===== src/rtl/stack_push_pkg.sv =====
// Package: shared types for the stack push sequencer.
// Assumes: nothing beyond IEEE 1800-2017.
package stack_push_pkg;

    // Sequencer phases: idle, memory write (multi-cycle), local decrement.
    typedef enum logic [1:0] {
        PH_IDLE  = 2'd0,
        PH_WRITE = 2'd1,
        PH_DEC   = 2'd2
    } push_phase_t;

endpackage


===== src/rtl/push_data_regs.sv =====
// Module: push_data_regs
// Holds the two data registers and the 2:1 source multiplexer feeding
// the internal data bus. Assumes loads are synchronous and one at a time.
module push_data_regs #(
    parameter int DATA_W = 8
) (
    input  logic              clk,
    input  logic              rst_n,
    input  logic              ld_en,
    input  logic              ld_sel,
    input  logic [DATA_W-1:0] ld_data,
    input  logic              src_sel,
    output logic [DATA_W-1:0] bus_data
);

    localparam int NREG = 2;

    logic [DATA_W-1:0] regs_q [NREG];

    // One storage register per source, each with its own load decode.
    for (genvar g = 0; g < NREG; g++) begin : g_reg
        always_ff @(posedge clk) begin
            if (!rst_n) begin
                regs_q[g] <= '0;
            end else if (ld_en && (int'(ld_sel) == g)) begin
                regs_q[g] <= ld_data;
            end
        end
    end

    // Source multiplexer onto the data bus.
    always_comb begin
        bus_data = src_sel ? regs_q[1] : regs_q[0];
    end

endmodule


===== src/rtl/push_stack_ptr.sv =====
// Module: push_stack_ptr
// Stack pointer with its own down-counter; never uses an arithmetic unit
// shared with data. Assumes dec_en is a single-cycle request.
module push_stack_ptr #(
    parameter int                ADDR_W   = 16,
    parameter logic [ADDR_W-1:0] SP_RESET = '1
) (
    input  logic              clk,
    input  logic              rst_n,
    input  logic              dec_en,
    output logic [ADDR_W-1:0] sp
);

    logic [ADDR_W-1:0] sp_q;

    // Reset to the configured top, count down by one on request (wraps).
    always_ff @(posedge clk) begin
        if (!rst_n) begin
            sp_q <= SP_RESET;
        end else if (dec_en) begin
            sp_q <= sp_q - ADDR_W'(1);
        end
    end

    assign sp = sp_q;

    // a decrement request lowers the pointer by exactly one, modulo width.
    a_r5_dec_by_one: assert property (@(posedge clk) disable iff (!rst_n)
        dec_en |=> (sp_q == $past(sp_q) - ADDR_W'(1)));

    // without a request the pointer holds.
    a_r5_hold_when_idle: assert property (@(posedge clk) disable iff (!rst_n)
        !dec_en |=> $stable(sp_q));

endmodule


===== src/rtl/push_bus_regs.sv =====
// Module: push_bus_regs
// Memory address and memory data registers. Both capture on the accept
// strobe and hold until the next accept, so the memory sees stable values.
module push_bus_regs #(
    parameter int DATA_W = 8,
    parameter int ADDR_W = 16
) (
    input  logic              clk,
    input  logic              rst_n,
    input  logic              capture,
    input  logic              we,
    input  logic [ADDR_W-1:0] sp_in,
    input  logic [DATA_W-1:0] bus_in,
    output logic [ADDR_W-1:0] mar,
    output logic [DATA_W-1:0] mdr
);

    // Capture address and data together when a push is accepted.
    always_ff @(posedge clk) begin
        if (!rst_n) begin
            mar <= '0;
            mdr <= '0;
        end else if (capture) begin
            mar <= sp_in;
            mdr <= bus_in;
        end
    end

    // address and data hold across consecutive write cycles.
    a_r3_bus_stable: assert property (@(posedge clk) disable iff (!rst_n)
        (we && $past(we)) |-> ($stable(mar) && $stable(mdr)));

endmodule


===== src/rtl/push_sequencer.sv =====
// Module: push_sequencer
// Control FSM: accepts a start only when idle, holds the write for
// MEM_CYC cycles, issues one decrement cycle, then pulses done.
module push_sequencer
    import stack_push_pkg::*;
#(
    parameter int MEM_CYC = 2
) (
    input  logic clk,
    input  logic rst_n,
    input  logic start,
    output logic capture,
    output logic mem_we,
    output logic dec_en,
    output logic done
);

    localparam int CNT_W = (MEM_CYC > 1) ? $clog2(MEM_CYC) : 1;
    localparam logic [CNT_W-1:0] CNT_LAST = CNT_W'(MEM_CYC - 1);

    push_phase_t       phase_q, phase_d;
    logic [CNT_W-1:0]  cnt_q;
    logic              done_q;

    // Next-phase decode and per-phase control strobes.
    always_comb begin
        phase_d = phase_q;
        capture = 1'b0;
        mem_we  = 1'b0;
        dec_en  = 1'b0;
        unique case (phase_q)
            PH_IDLE: begin
                if (start) begin
                    capture = 1'b1;
                    phase_d = PH_WRITE;
                end
            end
            PH_WRITE: begin
                mem_we = 1'b1;
                if (cnt_q == CNT_LAST) phase_d = PH_DEC;
            end
            PH_DEC: begin
                dec_en  = 1'b1;
                phase_d = PH_IDLE;
            end
            default: phase_d = PH_IDLE;
        endcase
    end

    // Phase register.
    always_ff @(posedge clk) begin
        if (!rst_n) phase_q <= PH_IDLE;
        else        phase_q <= phase_d;
    end

    // Write-cycle counter, cleared outside the write phase.
    always_ff @(posedge clk) begin
        if (!rst_n || phase_q != PH_WRITE) cnt_q <= '0;
        else                               cnt_q <= cnt_q + CNT_W'(1);
    end

    // Done pulse in the cycle after the decrement.
    always_ff @(posedge clk) begin
        if (!rst_n) done_q <= 1'b0;
        else        done_q <= (phase_q == PH_DEC);
    end

    assign done = done_q;

    // the write phase is only left for the decrement phase.
    a_r6_write_then_dec: assert property (@(posedge clk) disable iff (!rst_n)
        (phase_q == PH_WRITE) |=> (phase_q == PH_WRITE || phase_q == PH_DEC));

    // done lasts a single cycle.
    a_r6_done_single: assert property (@(posedge clk) disable iff (!rst_n)
        done_q |=> !done_q);

    // a start during an active push never recaptures the bus registers.
    a_r7_no_capture_busy: assert property (@(posedge clk) disable iff (!rst_n)
        (phase_q != PH_IDLE) |-> !capture);

endmodule


===== src/rtl/stack_push_unit.sv =====
// Module: stack_push_unit (top)
// Non-pipelined push datapath: two data registers, source mux, stack
// pointer with local decrement, address/data registers and the sequencer.
// Assumes a synchronous memory that writes on each clock with mem_we high.
module stack_push_unit #(
    parameter int                DATA_W   = 8,
    parameter int                ADDR_W   = 16,
    parameter int                MEM_CYC  = 2,
    parameter logic [ADDR_W-1:0] SP_RESET = '1
) (
    input  logic              clk,
    input  logic              rst_n,
    input  logic              start,
    input  logic              src_sel,
    input  logic              ld_en,
    input  logic              ld_sel,
    input  logic [DATA_W-1:0] ld_data,
    output logic              done,
    output logic              mem_we,
    output logic [ADDR_W-1:0] mem_addr,
    output logic [DATA_W-1:0] mem_wdata,
    output logic [ADDR_W-1:0] sp_value
);

    logic              capture;
    logic              dec_en;
    logic [DATA_W-1:0] bus_data;
    logic [ADDR_W-1:0] sp;

    push_data_regs #(.DATA_W(DATA_W)) u_regs (
        .clk      (clk),
        .rst_n    (rst_n),
        .ld_en    (ld_en),
        .ld_sel   (ld_sel),
        .ld_data  (ld_data),
        .src_sel  (src_sel),
        .bus_data (bus_data)
    );

    push_stack_ptr #(.ADDR_W(ADDR_W), .SP_RESET(SP_RESET)) u_sp (
        .clk    (clk),
        .rst_n  (rst_n),
        .dec_en (dec_en),
        .sp     (sp)
    );

    push_bus_regs #(.DATA_W(DATA_W), .ADDR_W(ADDR_W)) u_bus (
        .clk     (clk),
        .rst_n   (rst_n),
        .capture (capture),
        .we      (mem_we),
        .sp_in   (sp),
        .bus_in  (bus_data),
        .mar     (mem_addr),
        .mdr     (mem_wdata)
    );

    push_sequencer #(.MEM_CYC(MEM_CYC)) u_seq (
        .clk     (clk),
        .rst_n   (rst_n),
        .start   (start),
        .capture (capture),
        .mem_we  (mem_we),
        .dec_en  (dec_en),
        .done    (done)
    );

    assign sp_value = sp;

    // while writing, the address equals the not-yet-decremented pointer.
    a_r4_addr_is_sp: assert property (@(posedge clk) disable iff (!rst_n)
        mem_we |-> (mem_addr == sp));

    // the pointer never moves while memory is being written.
    a_r5_sp_frozen_in_write: assert property (@(posedge clk) disable iff (!rst_n)
        (mem_we && $past(mem_we)) |-> $stable(sp));

endmodule


===== config.mk =====
export PLATFORM = sky130hd
export DESIGN_NAME = stack_push_unit
export DESIGN_NICKNAME = d
export VERILOG_FILES = /design/src/rtl/stack_push_pkg.sv /design/src/rtl/push_data_regs.sv /design/src/rtl/push_stack_ptr.sv /design/src/rtl/push_bus_regs.sv /design/src/rtl/push_sequencer.sv /design/src/rtl/stack_push_unit.sv
export SDC_FILE = /design/constraint.sdc
export NUM_CORES = 1
export LEC_CHECK = 0
export BUFFER_PORTS_ARGS = -buffer_cell sky130_fd_sc_hd__buf_4
export CAP_MARGIN = 20
export CORE_MARGIN = 2
export CORE_UTILIZATION = 58
export CTS_BUF_LIST = sky130_fd_sc_hd__clkbuf_16
export DETAILED_ROUTE_END_ITERATION = 10
export GPL_ROUTABILITY_DRIVEN = 1
export PLACE_DENSITY = 0.84
export SLEW_MARGIN = 20
export SYNTH_ARGS = -nofsm -noshare
export SYNTH_HDL_FRONTEND = slang
export SYNTH_HIERARCHICAL = 1
export SYNTH_SLANG_ARGS = --single-unit

===== constraint.sdc =====
create_clock -name clk -period 3.1 [get_ports clk]
set_input_delay 0.62 -clock clk [delete_from_list [all_inputs] [get_ports clk]]
set_output_delay 0.62 -clock clk [all_outputs]
set_load 0.05 [all_outputs]

==> results.tsv <==
metric	value	unit
endpoint_kind	register	
clock_path_buffers	2	
coreArea	4320	µm²
worstPathMaxFanout	9	
status	complete, no violations	
timing.fmax	460	MHz
ir_worst_vdd	352	µV
grt_pass1_wl	7.91	mm
fin_crit	2170	ps
die_x	70.6	µm
syn_inst	217	
powerDensity	612	nW/µm²
hold_path_depth	2	
die_h	70.6	µm
slew_headroom	70.8	%
clock-root-buffer	clkbuf_16	
yosys_warnings	6	
gp_congestion	0.755	
fin_hold_ws	493	ps
power	0.00198	W
worstSetupPathType	reg2reg	
ios	56	
grt_pass1_vias	1769	
synth_top_area_share	34.3	%
seq_area	1360	µm²
path_cells	and2b_1, nor4b_2, nand2_1, nor4_1, mux2_2	
fillCellCount	319	
cts.htree.levels	3	
rsz0062_at_grt	no	
die-area	4980	µm²
grt_max_degree	52	
syn_avg_cell_area	11.8	µm²
overflow	0	
antennaDiodeCount	0	
wire_per_inst	14.4	µm
antenna_found_initial	0	
post-place-ws	946	ps
arrival	2380	ps
synth_edf_count	16	
dp_hpwl	3.25	mm
worstSetupPathDepth	5	
synth_seq_cells	60	
fin_nets	292	
final_common_cell	buf_4	
multi_input_area	1110	µm²
drv_slew	0	
syn_area	2570	µm²
yosysTopAreaCell	dfxtp_1	
hp-class	reg2reg	
fin_cells	334	
crit_family	simple AND/OR/NAND/NOR gates	
rows	24	
start_util	59.4	%
dr.pass1.iters	4	
grt_use_total	20.5	%
worst_pin_slew	437	ps
min_period_over_period	70.1	%
ys_types	40	
leakagePower	1.41	nW
maxCapViolCount	0	
drt_iter0_drc	74	
synthTopCellsByArea	dfxtp_1, edfxtp_1, mux2i_1, nor2b_1, mux2_4	
path_buf_inv	0	
vias	1787	
crit_slowest_cell	nor4b_2	
post_cts_buffers	0	
ant_nets	0	
drive_gt1_share	31.9	%
cts_buffers	9	
clock_latency	320	ps
crit_required	3300	ps
hold_buffers	0	
finalSetupViolCount	0	
drt-total-wl	4.82	mm
cts.sinks	60	
drc	0	
hold_viol	0	
cts_resized	0	
numPortBuffers	55	
syn_to_final_growth	26.0	%
clkTransAtPathRegs	50	ps
syn-num-nets	232	
max_stage_delay	440	ps
dp_cells	318	
start_kind	register	
r2r_cells	5	
ys_seq_area_share	53.0	%
cts_tree	yes	
skew	6.10	ps
synth_flop_cell	dfxtp_1	
fin_setup_tns	0	ps
async_flop_share	0	%
drt-vias-per-instance	5.35	
worst_slack	927	ps
final_cell_mix	buf_4, dfxtp_1, mux2i_1, nor2b_1, nand2_1	
state kept, by name, indices dropped and copies added (netlist names):
signal	flops
u_seq/cnt_q	1
u_seq/done	1
u_seq/phase_q	2
u_bus/mar	16
u_regs/regs_q	16
u_sp/sp	16
u_bus/mdr	8
cell families (layout without fill, tap and decap cells):
family | after synthesis | count (layout) | synth area share [%]
xor gates and xnor gates | 8 | 8 | 2.73
DFF | 60 | 60 | 53.0
AOI/OAI and AO/OA | 7 | 7 | 1.56
muxes | 35 | 35 | 15.3
and+or+nand+nor | 94 | 94 | 22.9
adders and majority gates | 1 | 1 | 0.487
buffers and inverters | 12 | 77 | 4.04
stage by stage:
stage	instance area, µm²	util [%]
after floorplan	2570	-
after global placement	2990	69.0
after detailed placement	2990	69.0
after CTS	3240	74.9
after global routing	3240	74.9
final	3240	74.9
layer usage:
metal	vias to the layer above	share of wire, %	track usage (%)
li1	871	-	-
met1	862	41	23.0
met2	45	52	35.3
met3	9	4.3	4.13
met4	0	2.4	13.4
met5	-	0	0
cells in the mapped netlist, drive strengths merged, types with 2 or more instances:
cell    number
and3b        2
nand2b       5
nand3        3
mux2        11
and3        10
nor4b        3
clkbuf       4
a21oi        2
mux2i       24
nor2b       25
inv          3
or4          3
nor4         3
nand4b       2
nor2         4
dfxtp       44
buf          5
and2        10
nand2       18
edfxtp      16
o21ai        4
xnor2        4
xor2         4
tightest hold or removal path, delay by kind of cell (launching register included):
kind / cells / cell delay [ps]
AOI/OAI and AO/OA: 1 / 60
DFF: 1 / 320
and+or+nand+nor: 1 / 70
path summary, 6_finish.rpt:
| path | start | to | slack, ps |
|---|---|---|---|
| setup reg to reg | u_seq/phase_q[1] | u_sp/sp[11] | 930 |
| setup / recovery | u_seq/phase_q[1] | u_sp/sp[11] | 930 |
| hold / removal | u_seq/phase_q[0] | u_seq/phase_q[0] | 490 |
| hold reg to reg | u_seq/phase_q[0] | u_seq/phase_q[0] | 490 |
where the power goes:
group / total (W) / internal (W) / switching [W]
registers: 0.000875 / 0.000853 / 0.0000215
clock network: 0.000833 / 0.000521 / 0.000312
logic: 0.000275 / 0.000107 / 0.000169
total: 0.00198 / 0.00148 / 0.000502
final cells by class:
cell class                 instances  area share, %
timing repair buffer              58           13.4
clock buffer                       9           6.95
tap                               52           2.01
inverter                           3          0.348
sequential                        60           42.0
multi-input combinational        145           34.3
clock inverter                     7          0.888
Note: power is estimated with default switching activity, not from simulation.
